--- src/rtl/usb_se0_pkg.sv ---
package usb_se0_pkg;
  typedef enum logic [1:0] {
    SYM_SE0 = 2'b00,
    SYM_J   = 2'b01,
    SYM_K   = 2'b10,
    SYM_SE1 = 2'b11
  } lineSym_t;

  // strobes from control to the duration datapath
  typedef struct packed {
    logic clrCnt;
    logic incCnt;
  } cntCtrl_t;
endpackage

--- src/rtl/usb_se0_datapath.sv ---
module usb_se0_datapath
  import usb_se0_pkg::*;
#(
  parameter int unsigned RESET_TICKS = 60,
  parameter int unsigned KA_TICKS    = 28,
  localparam int unsigned CNT_W      = $clog2(RESET_TICKS + 2)
) (
  input  logic     clk,
  input  logic     rst_n,
  input  cntCtrl_t ctrl,
  output logic     atReset,
  output logic     atKeepAlive,
  output logic     isGlitch
);
  localparam logic [CNT_W-1:0] CNT_MAX = {CNT_W{1'b1}};
  localparam logic [CNT_W-1:0] RST_LIM = CNT_W'(RESET_TICKS);
  localparam logic [CNT_W-1:0] KA_LIM  = CNT_W'(KA_TICKS);

  // count holds (samples seen in SE0) - 1 once cleared at entry
  logic [CNT_W-1:0] durCnt;

  always_ff @(posedge clk) begin
    if (!rst_n)            durCnt <= '0;
    else if (ctrl.clrCnt)  durCnt <= '0;
    else if (ctrl.incCnt && durCnt != CNT_MAX) durCnt <= durCnt + 1'b1;
  end

  // duration on the leaving sample is durCnt + 1
  assign atReset     = durCnt >= RST_LIM;
  assign atKeepAlive = durCnt >= KA_LIM;
  assign isGlitch    = durCnt == '0;
endmodule

--- src/rtl/usb_se0_control.sv ---
module usb_se0_control
  import usb_se0_pkg::*;
(
  input  logic       clk,
  input  logic       rst_n,
  input  logic       sampleEn,
  input  logic [1:0] lineSym,
  input  logic       lowSpeed,
  input  logic       atReset,
  input  logic       atKeepAlive,
  input  logic       isGlitch,
  output cntCtrl_t   ctrl,
  output logic       busResetPulse,
  output logic       keepAlivePulse,
  output logic       sopHandoff
);
  typedef enum logic [1:0] {ST_INIT, ST_IDLE, ST_WAIT_END} state_t;

  state_t     state, stateNext;
  logic [1:0] prevSym, prevNext;
  logic       rstNext, kaNext, hoNext;

  always_comb begin
    stateNext = state;
    prevNext  = prevSym;
    ctrl      = '0;
    rstNext   = 1'b0;
    kaNext    = 1'b0;
    hoNext    = 1'b0;
    if (sampleEn) begin
      prevNext = lineSym;
      case (state)
        ST_INIT: stateNext = ST_IDLE;
        ST_IDLE: begin
          if (lineSym != prevSym) begin
            if (lineSym == SYM_SE0) begin
              ctrl.clrCnt = 1'b1;
              stateNext   = ST_WAIT_END;
            end else begin
              hoNext = 1'b1;
            end
          end
        end
        ST_WAIT_END: begin
          if (lineSym == SYM_SE0) begin
            ctrl.incCnt = 1'b1;
          end else begin
            stateNext = ST_IDLE;
            if (isGlitch)                     hoNext  = 1'b1;
            else if (atReset)                 rstNext = 1'b1;
            else if (lowSpeed && atKeepAlive) kaNext  = 1'b1;
          end
        end
        default: stateNext = ST_INIT;
      endcase
    end
  end

  always_ff @(posedge clk) begin
    if (!rst_n) begin
      state          <= ST_INIT;
      prevSym        <= SYM_J;
      busResetPulse  <= 1'b0;
      keepAlivePulse <= 1'b0;
      sopHandoff     <= 1'b0;
    end else begin
      state          <= stateNext;
      prevSym        <= prevNext;
      busResetPulse  <= rstNext;
      keepAlivePulse <= kaNext;
      sopHandoff     <= hoNext;
    end
  end
endmodule

--- src/rtl/usb_se0_classifier.sv ---
module usb_se0_classifier
  import usb_se0_pkg::*;
#(
  parameter int unsigned SAMPLE_HZ    = 24_000_000,
  parameter int unsigned RESET_NS     = 2500,
  parameter int unsigned KEEPALIVE_NS = 1200
) (
  input  logic       clk,
  input  logic       rst_n,
  input  logic       sampleEn,
  input  logic [1:0] lineSym,
  input  logic       lowSpeed,
  output logic       busResetPulse,
  output logic       keepAlivePulse,
  output logic       sopHandoff
);
  localparam int unsigned KHZ         = SAMPLE_HZ / 1000;
  localparam int unsigned RESET_TICKS = KHZ * RESET_NS / 1_000_000;
  localparam int unsigned KA_TICKS    = KHZ * KEEPALIVE_NS / 1_000_000;

  cntCtrl_t ctrl;
  logic     atReset, atKeepAlive, isGlitch;

  usb_se0_datapath #(
    .RESET_TICKS(RESET_TICKS),
    .KA_TICKS   (KA_TICKS)
  ) u_dp (
    .clk        (clk),
    .rst_n      (rst_n),
    .ctrl       (ctrl),
    .atReset    (atReset),
    .atKeepAlive(atKeepAlive),
    .isGlitch   (isGlitch)
  );

  usb_se0_control u_ctl (
    .clk           (clk),
    .rst_n         (rst_n),
    .sampleEn      (sampleEn),
    .lineSym       (lineSym),
    .lowSpeed      (lowSpeed),
    .atReset       (atReset),
    .atKeepAlive   (atKeepAlive),
    .isGlitch      (isGlitch),
    .ctrl          (ctrl),
    .busResetPulse (busResetPulse),
    .keepAlivePulse(keepAlivePulse),
    .sopHandoff    (sopHandoff)
  );
endmodule

--- config.mk ---
export PLATFORM = sky130hd
export DESIGN_NAME = usb_se0_classifier
export DESIGN_NICKNAME = d
export VERILOG_FILES = /design/src/rtl/usb_se0_pkg.sv /design/src/rtl/usb_se0_datapath.sv /design/src/rtl/usb_se0_control.sv /design/src/rtl/usb_se0_classifier.sv
export SDC_FILE = /design/constraint.sdc
export NUM_CORES = 1
export LEC_CHECK = 0
export BUFFER_PORTS_ARGS = -buffer_cell sky130_fd_sc_hd__buf_2
export CORE_MARGIN = 2
export CORE_UTILIZATION = 54
export DETAILED_ROUTE_END_ITERATION = 12
export HOLD_SLACK_MARGIN = 0.08
export MAX_ROUTING_LAYER = met4
export PLACE_DENSITY = 0.82
export RECOVER_POWER = 50
export SLEW_MARGIN = 40
export SYNTH_ARGS = -nofsm -noshare
export SYNTH_HDL_FRONTEND = slang
export SYNTH_SLANG_ARGS = --single-unit
--- constraint.sdc ---
create_clock -name clk -period 3.55 [get_ports clk]
set_input_delay 0.5325 -clock clk [delete_from_list [all_inputs] [get_ports clk]]
set_output_delay 0.5325 -clock clk [all_outputs]
set_load 0.05 [all_outputs]
## After elaboration in Yosys (flattened, before gate mapping)

Index checks and enable logic that the tools add are counted.

| word-level totals | value |
|---|---|
| bits in registers | 13 |
| bits of input ports | 6 |
| output and inout port bits | 3 |
| word-level logic and storage cells | 45 |

| cells by class | value |
|---|---|
| add/sub/neg operators | 1 |
| magnitude comparators | 2 |
| eq/ne operators | 7 |
| mux-type cells | 16 |
| bitwise logic cells | 3 |
| reductions and logical operators | 10 |

Operators by type and width:

| operator | number |
|---|---|
| two-way mux 1 bit | 10 |
| two-way mux 2 bit | 4 |
| adder 6 x 1 -> 6 bit, second input constant | 1 |
| greater-or-equal comparator 6 x 5 -> 1 bit, second input constant | 1 |
| greater-or-equal comparator 6 bit, second input constant | 1 |
| logical NOT 6 bit | 1 |
| inequality test 6 bit, second input constant | 1 |
| one-hot mux 2 bit (3 select lines) | 1 |
| OR reduction 6 bit | 1 |
| OR reduction 5 bit | 1 |
| logical NOT 2 bit | 2 |
| inequality test 2 x 1 -> 1 bit, second input constant | 2 |
| AND reduction 4 bit | 1 |
| NOT 1 bit | 3 |
| equality test 2 x 1 -> 1 bit, second input constant | 1 |
| equality test 2 bit, second input constant | 1 |
| logical AND 1 bit | 2 |
| inequality test 2 bit | 1 |
| inequality test 2 bit, second input constant | 1 |
| one-hot mux 1 bit (2 select lines) | 1 |
| AND reduction 2 bit | 1 |
| OR reduction 2 bit | 1 |

## Logic depth before layout (Yosys ltp)

| logic depth | value |
|---|---|
| depth after elaboration | 6 |
| depth in mapped cells | 6 |
| gate-level depth less buffers | 6 |

## Modules after synthesis

A second synthesis with hierarchy kept.

| second synthesis, totals | value |
|---|---|
| cell total of the unflattened synthesis | 80 |
| area total of the unflattened synthesis | 716.9 µm² |

Modules (own cells, without submodules):

| module | times used | cells each | area each (µm²) | sequential area each (µm²) |
|---|---|---|---|---|
| usb_se0_control | 1 | 42 | 369.1 | 140.1 |
| usb_se0_datapath | 1 | 38 | 347.8 | 120.1 |

## Worst setup path before layout

OpenSTA, ideal clock, no wires.

| path | value |
|---|---|
| path kind | in2reg |
| start | input port lineSym[0] |
| end | register u_ctl.state[0] |
| setup time | 0.124 ns |
| arrival | 1.388 ns |
| data required time | 3.426 ns |
| slack | 2.038 ns |
| cell stages on the path | 4 |
| buffers on the path | 0 |
| path through | or2_2 > o21ai_1 > nand3_1 > o311a_2 |

| between the ends | value |
|---|---|
| word-level cells in the longest chain between the ends | 3 |
| elaborated cells between the ends (all ways) | 6 |
| those cells by class | eq/ne: 4; reduce/logical: 2 |

Ends and longest elaborated chain:

| element | RTL line | RTL |
|---|---|---|
| start, declared | usb_se0_classifier.sv:11 | `input logic [1:0] lineSym,` |
| inequality test 2 bit or logical NOT 2 bit (tied branches) | usb_se0_control.sv:35, usb_se0_control.sv:36, usb_se0_control.sv:45 |  |
| inequality test 2 x 1 -> 1 bit (no source line) or inequality test 2 bit (tied branches) | n/a |  |
| AND reduction 4 bit (no source line) (*) | n/a |  |
| end signal, assigned | usb_se0_control.sv:67 | `state <= stateNext;` |
| end, declared | usb_se0_control.sv:19 | `state_t state, stateNext;` |

Every way passes the cells marked *; elsewhere a longest branch is shown, timed or not.
A chain may end at the register's enable or synchronous reset.

## Worst setup path in the final report

| path | value |
|---|---|
| start | register u_ctl.state[0] |
| end | register u_dp.durCnt[4] |

| between the ends | value |
|---|---|
| word-level cells in the longest chain between the ends | 4 |
| elaborated cells between the ends (all ways) | 7 |
| those cells by class | eq/ne: 2; mux: 3; reduce/logical: 2 |

Ends and longest elaborated chain:

| element | RTL line | RTL |
|---|---|---|
| equality test 2 x 1 -> 1 bit or equality test 2 bit (tied branches) | usb_se0_control.sv:32 | `case (state)` |
| two-way mux 1 bit | usb_se0_control.sv:32 |  |
| two-way mux 2 bit (*) | usb_se0_control.sv:30 | `if (sampleEn) begin` |
| OR reduction 2 bit (no source line) or logical AND 1 bit (tied branches) | n/a |  |
| end signal, assigned | usb_se0_datapath.sv:25 | `else if (ctrl.incCnt && durCnt != CNT_MAX) durCnt <= durCnt + 1'b1;` |
| end, declared | usb_se0_datapath.sv:20 | `logic [CNT_W-1:0] durCnt;` |

Marked as above.

==> impl_metrics.json <==
{
  "status": "completed",
  "synth_area_um2": 760.7,
  "cts_root_buf": "clkbuf_4",
  "gr-usage-all-layers": 0.1771,
  "num_antenna_cells": 0,
  "first_global_vias": 524,
  "vias": 608,
  "drt_first_pass_iters": 4,
  "p_leak_uw": 0.0002965,
  "ant_nets": 0,
  "max_stage_delay_ns": 0.33,
  "cp-start-kind": "flip-flop",
  "cts_setup_buffers": 0,
  "ys_types": 31,
  "r2r_slack_ns": 1.95,
  "finalSetupViolCount": 0,
  "fin_worst_skew_ns": 0.01082,
  "hold_viol": 0,
  "grt_overflow": 0,
  "whs_ns": 0.4639,
  "clk-insertion-delay-late_ns": 0.28,
  "grt_max_degree": 11,
  "critPathBufInv": 1,
  "port_buffers": 8,
  "place_congestion": 0.8166,
  "io_pins": 9,
  "setup_tns_ns": 0,
  "clockBufferDepth": 2,
  "areaGrowthSynthToFinish_pct": 7.237,
  "yosysSeqAreaShare": 0.3421,
  "slew_headroom": 0.6085,
  "critPathKind": "flip-flop to flip-flop",
  "vdd_drop_max_mv": 0.1848,
  "wl_per_cell_um": 12.68,
  "critPathRequiredTime_ns": 3.74,
  "cts.clk_slew.worst_paths_ns": 0.09,
  "crit_fanout": 6,
  "post_cts_resized": 0,
  "nNetsFinal": 103,
  "grt_pass1_wl_mm": 2.297,
  "dp_hpwl_um": 941.7,
  "hp-class": "primary input to flip-flop",
  "coreArea_um2": 1301,
  "drt_iter0_markers": 24,
  "tightest_slew_ns": 0.5898,
  "rows": 13,
  "cp.arrival_ns": 1.79,
  "yosys_register_bits": 13,
  "setup_ws_ns": 1.947,
  "cts_tree": "done",
  "cts_sinks": 13,
  "drv_slew": 0,
  "avgSynthCellArea_um2": 9.277,
  "die_w_um": 41.54,
  "placed_cell_area_um2": 793.3,
  "crit_slowest_cell": "dfxtp_1",
  "critPathTopFamily": "simple AND/OR/NAND/NOR gates",
  "fmax_mhz": 623.9,
  "cap_violations": 0,
  "crit_chain": "inv_1 > ha_1 > nand4bb_4 > nor2_1 > a31oi_1 > nor3b_1",
  "synthesis.nets": 93,
  "yosys_warnings": 0,
  "cts_hold_buf": 0,
  "final_layout_size_suffix_gt1_frac": 0.1538,
  "period_needed_ns": 1.603,
  "die_y_um": 41.54,
  "p_per_area_nw_per_um2": 340.2,
  "cts_made_buffers": 3,
  "die_area_um2": 1725,
  "synthCells": 82,
  "post-route-period-util": 0.4515,
  "place_ws_ns": 1.822,
  "rsz0062_at_grt": "false",
  "viasPerCell": 5.736,
  "antenna_found_initial": 0,
  "critPathCaptureType": "flip-flop",
  "floorplan.initialDensity": 0.5846,
  "fin_area_um2": 815.8,
  "drt-total-wl_mm": 1.344,
  "htree_levels": 1,
  "drc_errors": 0
}
==> report_power, final <==
group / total, uW / switching [uW] / internal [uW]
logic: 30.2 / 16.5 / 13.6
clock network: 95.9 / 52.3 / 43.6
registers: 151 / 2.52 / 149
==> cell type report <==
| type | instances | area (um^2) |
|---|---|---|
| multi-input combinational | 61 | 455.4 |
| fill | 122 | 485.5 |
| inverter | 5 | 18.77 |
| timing repair buffer | 8 | 36.28 |
| sequential | 13 | 260.3 |
| clock buffer | 4 | 26.28 |
| tap | 15 | 18.77 |
==> cell usage in the layout (no fill, tap or decap), types with 2 or more instances in the layout <==
master	instances
nand3_1	4
mux2i_1	4
clkbuf_1	4
nand4_1	4
inv_1	5
ha_1	5
nor2_1	10
a21oi_1	2
nor2b_1	2
xnor2_1	4
nand2_1	7
buf_2	5
clkbuf_4	3
xor2_1	2
dfxtp_1	13
==> through the flow <==
stage          power (uW)  instances    util
2_1_floorplan       176.3         82       -
3_3_place_gp        184.1        102  0.6096
3_5_place_dp        185.0        102  0.6096
4_1_cts             275.9        106  0.6298
5_1_grt             288.0        106  0.6269
6_report            277.5        106  0.6269
==> cells in the mapped netlist (all sizes together) <==
cell,count,area share
o211a,1,0.013
o21ai,2,0.013
nor4,1,0.0082
a2111oi,1,0.036
xor2,2,0.023
o311a,1,0.015
a21o,1,0.0099
buf,3,0.035
nor3,1,0.0066
or2,1,0.0082
nand3b,1,0.0099
mux2i,4,0.053
nand4bb,1,0.036
nor3b,1,0.0099
nand4,4,0.033
ha,5,0.082
a31oi,1,0.0082
nor2b,2,0.016
nand4b,1,0.012
and4,1,0.015
nand3,4,0.026
nor2,10,0.049
a211oi,1,0.0099
dfxtp,13,0.34
a31o,1,0.012
a21oi,2,0.013
nand2,7,0.035
xnor2,4,0.046
inv,5,0.025
==> state kept, by name (all words and copies together), names as in the netlist <==
| name | count |
|---|---|
| u_dp.durCnt | 6 |
| u_ctl.busResetPulse | 1 |
| u_ctl.state | 2 |
| u_ctl.sopHandoff | 1 |
| u_ctl.prevSym | 2 |
| u_ctl.keepAlivePulse | 1 |
==> kinds of logic (layout without fill, tap and decap cells) <==
group / after synthesis / in the layout / synth area share
muxes: 4 / 4 / 0.05263
AOI/OAI and AO/OA: 11 / 11 / 0.1299
buffers and inverters: 8 / 17 / 0.05921
DFF: 13 / 13 / 0.3421
adders and majority gates: 5 / 5 / 0.08224
xor gates and xnor gates: 6 / 6 / 0.06908
and+or+nand+nor: 35 / 35 / 0.2648
==> worst min-delay path, delay by kind of cell <==
| kind | cells | cell delay, ns |
|---|---|---|
| buf+inv | 1 | 0.10 |
| simple gates | 2 | 0.07 |
==> final timing paths <==
path | start | endpoint | cells after the start
worst max-delay path | u_ctl.state[0] | u_dp.durCnt[4] | 6
worst min-delay path | lowSpeed | u_ctl.keepAlivePulse | 3
worst max register to register | u_ctl.state[0] | u_dp.durCnt[4] | 6
worst min register to register | u_ctl.prevSym[1] | u_ctl.prevSym[1] | 2
==> layer usage <==
metal,routed length (um),up-vias,GRT usage
li1,-,305,-
met1,639,273,0.2201
met2,616,27,0.2719
met3,75,3,0.04348
met4,12,0,0.07742
met5,0,-,-
Note: power is estimated with default switching activity, not from simulation.
